--- config.mk ---
export PLATFORM = sky130hd
export DESIGN_NAME = cfg_chain_loader
export DESIGN_NICKNAME = d
export VERILOG_FILES = /design/src/rtl/cfg_loader_pkg.sv /design/src/rtl/cfg_addr_counter.sv /design/src/rtl/cfg_token_chain.sv /design/src/rtl/cfg_phase_ctrl.sv /design/src/rtl/cfg_chain_loader.sv
export SDC_FILE = /design/constraint.sdc
export NUM_CORES = 1
export LEC_CHECK = 0
export CORE_AREA = 2 2 39 41
export CTS_CLUSTER_SIZE = 24
export DETAILED_ROUTE_END_ITERATION = 7
export DIE_AREA = 0 0 41 43
export DONT_BUFFER_PORTS = 1
export SYNTH_ARGS = -nofsm -noshare
export SYNTH_HDL_FRONTEND = slang
export SYNTH_HIERARCHICAL = 1
export SYNTH_SLANG_ARGS = --single-unit
--- constraint.sdc ---
create_clock -name clk -period 1.6 [get_ports clk]
set_input_delay 0.48 -clock clk [delete_from_list [all_inputs] [get_ports clk]]
set_output_delay 0.48 -clock clk [all_outputs]
set_load 0.05 [all_outputs]
--- src/rtl/cfg_loader_pkg.sv ---
// Shared types for the configuration loader.
// Assumes: nothing beyond a synthesizable SystemVerilog target.
package cfg_loader_pkg;

    // Load phase of the loader
    typedef enum logic [1:0] {
        PH_IDLE = 2'd0,
        PH_LOAD = 2'd1,
        PH_DONE = 2'd2
    } load_phase_e;

endpackage

--- src/rtl/cfg_addr_counter.sv ---
// Shared write-address counter for every memory of the active tile.
// Clears on launch and steps on each accepted word. It wraps naturally
// at 2^ADDR_W, and wrap_o flags the last entry.
// Assumes: launch_i and step_i are never high together.
module cfg_addr_counter #(
    parameter int ADDR_W = 4
) (
    input  logic              clk,
    input  logic              rst_n,
    input  logic              launch_i,
    input  logic              step_i,
    output logic [ADDR_W-1:0] addr_o,
    output logic              wrap_o
);

    localparam logic [ADDR_W-1:0] LAST_ADDR = {ADDR_W{1'b1}};

    logic [ADDR_W-1:0] addr_q;

    // Address register: clear on launch, increment on accepted word
    always_ff @(posedge clk) begin
        if (!rst_n) begin
            addr_q <= '0;
        end else if (launch_i) begin
            addr_q <= '0;
        end else if (step_i) begin
            addr_q <= addr_q + 1'b1;
        end
    end

    // Last-entry flag for the token chain
    always_comb begin
        wrap_o = (addr_q == LAST_ADDR);
    end

    assign addr_o = addr_q;

endmodule

--- src/rtl/cfg_token_chain.sv ---
// Shift chain of per-tile write-enable flip-flops holding a one-hot token.
// Launch loads the token into tile 0. An advance moves it one tile on, and
// out of the last tile it leaves the chain empty, which raises exit_o.
// Assumes: launch_i and advance_i are never high together.
module cfg_token_chain #(
    parameter int NUM_TILES = 4
) (
    input  logic                 clk,
    input  logic                 rst_n,
    input  logic                 launch_i,
    input  logic                 advance_i,
    output logic [NUM_TILES-1:0] token_o,
    output logic                 exit_o
);

    localparam int LAST = NUM_TILES - 1;

    logic [NUM_TILES-1:0] tok_q;

    for (genvar t = 0; t < NUM_TILES; t++) begin : g_stage
        if (t == 0) begin : g_head
            // Head stage: set on launch, emptied on advance
            always_ff @(posedge clk) begin
                if (!rst_n) begin
                    tok_q[t] <= 1'b0;
                end else if (launch_i) begin
                    tok_q[t] <= 1'b1;
                end else if (advance_i) begin
                    tok_q[t] <= 1'b0;
                end
            end
        end else begin : g_body
            // Body stage: cleared on launch, takes the previous stage on advance
            always_ff @(posedge clk) begin
                if (!rst_n) begin
                    tok_q[t] <= 1'b0;
                end else if (launch_i) begin
                    tok_q[t] <= 1'b0;
                end else if (advance_i) begin
                    tok_q[t] <= tok_q[t-1];
                end
            end
        end
    end

    // Token leaves the chain when the last stage is advanced
    always_comb begin
        exit_o = advance_i & tok_q[LAST];
    end

    assign token_o = tok_q;

endmodule

--- src/rtl/cfg_phase_ctrl.sv ---
// Load phase controller: idle, loading and done.
// Accepts a start only outside a load, and reports done until the next start.
// Assumes: exit_i is high only while loading.
module cfg_phase_ctrl
    import cfg_loader_pkg::*;
(
    input  logic clk,
    input  logic rst_n,
    input  logic start_i,
    input  logic exit_i,
    output logic launch_o,
    output logic loading_o,
    output logic done_o
);

    load_phase_e phase_q;
    load_phase_e phase_d;

    // Start is honoured only when no load is running
    always_comb begin
        launch_o  = start_i && (phase_q != PH_LOAD);
        loading_o = (phase_q == PH_LOAD);
        done_o    = (phase_q == PH_DONE);
    end

    // Next-phase selection
    always_comb begin
        phase_d = phase_q;
        case (phase_q)
            PH_IDLE: if (start_i) phase_d = PH_LOAD;
            PH_LOAD: if (exit_i)  phase_d = PH_DONE;
            PH_DONE: if (start_i) phase_d = PH_LOAD;
            default: phase_d = PH_IDLE;
        endcase
    end

    // Phase register
    always_ff @(posedge clk) begin
        if (!rst_n) begin
            phase_q <= PH_IDLE;
        end else begin
            phase_q <= phase_d;
        end
    end

endmodule

--- src/rtl/cfg_chain_loader.sv ---
// Top of the serial configuration loader.
// Gates the one-hot tile token with the word-valid strobe to form the tile
// write enables, and routes the word straight onto the shared data bus.
// Assumes: the tile memories write synchronously on the edge that ends
// a cycle in which their enable is high.
module cfg_chain_loader #(
    parameter int NUM_TILES = 4,
    parameter int ADDR_W    = 4,
    parameter int DATA_W    = 8
) (
    input  logic                 clk,
    input  logic                 rst_n,
    input  logic                 start_i,
    input  logic [DATA_W-1:0]    bs_data_i,
    input  logic                 bs_valid_i,
    output logic [NUM_TILES-1:0] tile_we_o,
    output logic [ADDR_W-1:0]    cfg_addr_o,
    output logic [DATA_W-1:0]    cfg_data_o,
    output logic                 done_o
);

    logic                 launch;
    logic                 loading;
    logic                 step;
    logic                 wrap;
    logic                 advance;
    logic                 tok_exit;
    logic [NUM_TILES-1:0] tok_q;

    cfg_phase_ctrl u_phase (
        .clk       (clk),
        .rst_n     (rst_n),
        .start_i   (start_i),
        .exit_i    (tok_exit),
        .launch_o  (launch),
        .loading_o (loading),
        .done_o    (done_o)
    );

    cfg_addr_counter #(.ADDR_W(ADDR_W)) u_addr (
        .clk      (clk),
        .rst_n    (rst_n),
        .launch_i (launch),
        .step_i   (step),
        .addr_o   (cfg_addr_o),
        .wrap_o   (wrap)
    );

    cfg_token_chain #(.NUM_TILES(NUM_TILES)) u_chain (
        .clk       (clk),
        .rst_n     (rst_n),
        .launch_i  (launch),
        .advance_i (advance),
        .token_o   (tok_q),
        .exit_o    (tok_exit)
    );

    // Word acceptance and token advance conditions
    always_comb begin
        step    = bs_valid_i & loading;
        advance = step & wrap;
    end

    // Tile write enables and data bus
    always_comb begin
        tile_we_o  = tok_q & {NUM_TILES{bs_valid_i}};
        cfg_data_o = bs_data_i;
    end

endmodule

==> results.py <==
metrics = {
    "finish": {
        "area.growth.synth_to_final_pct": 8.26,
        "num-nets-final": 71,
        "highest_count_cells_in_the_layout_ignoring_fill_and_taps": "and2_2 (6), dfxtp_1 (6), buf_4 (5), mux2i_1 (5), nor2_1 (5)",
        "drive_above_1_share_pct": 40.4,
        "post_layout_nonfiller_instances": 73,
        "finish.utilization_pct": 42.7,
        "antenna_cells": 0,
        "fillers": 139,
    },
    "sta": {
        "final_min_period_over_clock_period_pct": 90.5,
        "max_freq_mhz": 691,
        "setup_total_negative_slack_ps": 0,
        "hold_viol_final": 0,
        "finalCriticalPeriod_ps": 1450,
        "rsz0062_at_grt": "false",
        "worstMarginPinSlew_ps": 286,
        "finalSetupViolCount": 0,
        "drv_slew": 0,
        "max-slew-margin-rel_pct": 80.9,
        "skew_ps": 2.64,
    },
    "clocking": {
        "ctsHtreeMaxLevel": 1,
        "cts_setup_buffers": 0,
        "clock-root-buffer": "clkbuf_4",
        "cts_buffers": 3,
        "post_cts.resized_instances": 0,
        "tritoncts_clock_tree": "built",
        "tritoncts_num_sinks": 10,
        "clock_tree.buffer_depth": 2,
        "insertion_delay_ps": 260,
        "cts.reportedPaths.clkPinSlew_ps": 70,
        "hold_bufs_at_cts": 0,
    },
    "setup_path": {
        "cp.depth": 1,
        "path_buf_inv": 0,
        "r2r_cells": 5,
        "critical_path_arrival_ps": 970,
        "cp-end-kind": "primary output",
        "worstSetupPathType": "flop to primary output",
        "cp-startpoint": "u_phase/phase_q[1]",
        "slowest_delay_ps": 370,
        "worst_r2r_startpoint": "u_addr/addr_o[0]",
        "crit_path_top_delay_cell": "dfxtp_1",
        "path_max_fanout": 2,
        "rr_endpoint": "u_phase/phase_q[1]",
        "worst_setup_path_endpoint": "done_o",
        "start_kind": "flop",
        "setup.reg_to_reg.worst_slack_ps": 170,
        "critical_path.top_delay_family": "flip-flops",
        "cp_cell_sequence": "and2b_2",
        "critical_path_required_ps": 1120,
    },
    "placement": {
        "place.port_buffers": 0,
        "dpl.cell_count": 69,
        "gp_routability_congestion": 0.671,
        "hpwl_um": 714,
    },
    "grt": {
        "grt_use_total_pct": 12.7,
        "first_global_vias": 359,
        "antenna_violations_before_repair": 0,
        "grt_pass1_wl_um": 1470,
        "largest_net_degree_at_the_start_of_global_routing": 10,
        "grt-ovfl-total": 0,
    },
    "synth": {
        "ys_types": 22,
        "synth_largest_area_cell": "dfxtp_1",
        "synth.yosys.warnings": 6,
        "flop_and_latch_count_out_of_synthesis": 10,
        "net_count_after_synthesis": 69,
        "synth.avg_cell_area_um2": 9.74,
        "synth.area.top_cells": "dfxtp_1 (37%), buf_4 (11%), mux2i_1 (9.2%)",
        "synth_area_um2": 546,
        "ys_seq_area_share_pct": 36.7,
        "post-synth-top-area-fraction_pct": 36.7,
        "postSynthCellCount": 56,
    },
    "job": {
        "cap_violations": 0,
    },
    "route": {
        "wl_um": 886,
        "vias_per_cell": 4.92,
        "drc": 0,
        "drt_first_iter_violations": 8,
        "antenna_violating_nets_post_route": 0,
        "routed-via-count": 359,
        "detail_route.wl_per_cell_um": 12.1,
        "dr.pass1.iters": 4,
    },
    "run_status": {
        "result_of_the_run": "finished, final reports clean",
    },
    "pwr": {
        "power.density_nw_per_um2": 905,
        "ir_worst_vdd_mv": 0.484,
        "power.leakage_nw": 0.250,
    },
    "floorplanning": {
        "rows": 14,
        "core_region_area_um2": 1380,
        "chipHeight_um": 43,
        "die-width_um": 41,
        "starting_density_pct": 39.4,
        "number_of_top_level_pins": 29,
        "die-area_um2": 1760,
    },
    "min_path": {
        "min_path_type": "primary input to flop",
    },
}
## cells in the mapped netlist
library cell / instances
a21bo_2: 1
nor2b_1: 4
or3b_1: 1
nand2b_1: 1
nand4_1: 1
xnor2_1: 1
and2_2: 6
and2b_1: 1
dfxtp_1: 10
a21oi_1: 1
buf_4: 8
a32o_1: 2
inv_1: 1
nor2b_4: 1
mux2i_1: 5
and3_1: 1
ha_1: 1
o21a_1: 1
and3_2: 1
nand3b_1: 2
nor2_1: 5
or2b_1: 1
## flip-flops by register name, summed over array words and instances (netlist names)
| name | flops |
|---|---|
| u_addr/addr_o | 4 |
| u_chain/token_o | 4 |
| u_phase/phase_q | 2 |
## worst min path at each step
stage / start / end / slack, ps / cells after the start
4_1_cts: rst_n / u_chain/token_o[0] / 340 / 1
5_1_grt: rst_n / u_chain/token_o[0] / 330 / 1
3_3_place_gp: u_chain/token_o[0] / u_chain/token_o[1] / 510 / 2
3_5_place_dp: u_chain/token_o[0] / u_chain/token_o[1] / 500 / 2
2_1_floorplan: u_chain/token_o[3] / u_chain/token_o[3] / 470 / 2
6_report: rst_n / u_chain/token_o[0] / 350 / 1
## worst reg2reg max path: stages (launching register included)
cell	delay, ps
dfxtp_4	340
ha_1	210
and3_2	210
and3_1	180
and2_2	170
a32o_1	210
## layout make-up
type	instances	area [um2]	area share, %
well taps	16	20.0	3.39
clock buffers	4	36.3	6.14
flip-flops and latches	10	210	35.6
inverters	1	3.75	0.636
multi-input cells	37	283	47.9
repair buffers	5	37.5	6.36
## through the flow
step | cell area, um2 | setup slack [ps] | power, mW | hold WS (ps)
after detailed placement | 553 | 175 | 0.318 | 499
after CTS | 589 | 16.4 | 0.543 | 339
final | 591 | 152 | 0.534 | 346
after global placement | 553 | 199 | 0.319 | 505
after floorplan | 556 | 21.7 | 0.364 | 467
after global routing | 591 | 96.0 | 0.564 | 328
## report_power, final
group	internal, mW	switching, mW	total, mW
logic	0.0245	0.0306	0.0551
registers	0.254	0.00390	0.258
clock network	0.138	0.0837	0.222
## metal layers
metal  track usage [%]  vias up  wire [um]
met5                 0        -          0
met4              9.33        0          0
met3              6.28        0         80
met2              16.3       11        435
met1              15.6      163        370
li1                  -      185          -
## cells by family after synthesis
logic type               after synthesis  synth area share [%]
adder cells (fa/ha/maj)                1                  2.29
buffers and inverters                  9                  11.7
multiplexers                           5                  9.17
AO/OA/AOI/OAI                          5                  7.80
XOR/XNOR                               1                  1.61
flip-flops                            10                  36.7
AND/OR/NAND/NOR                       25                  30.7
(Power assumes the default switching activity.)
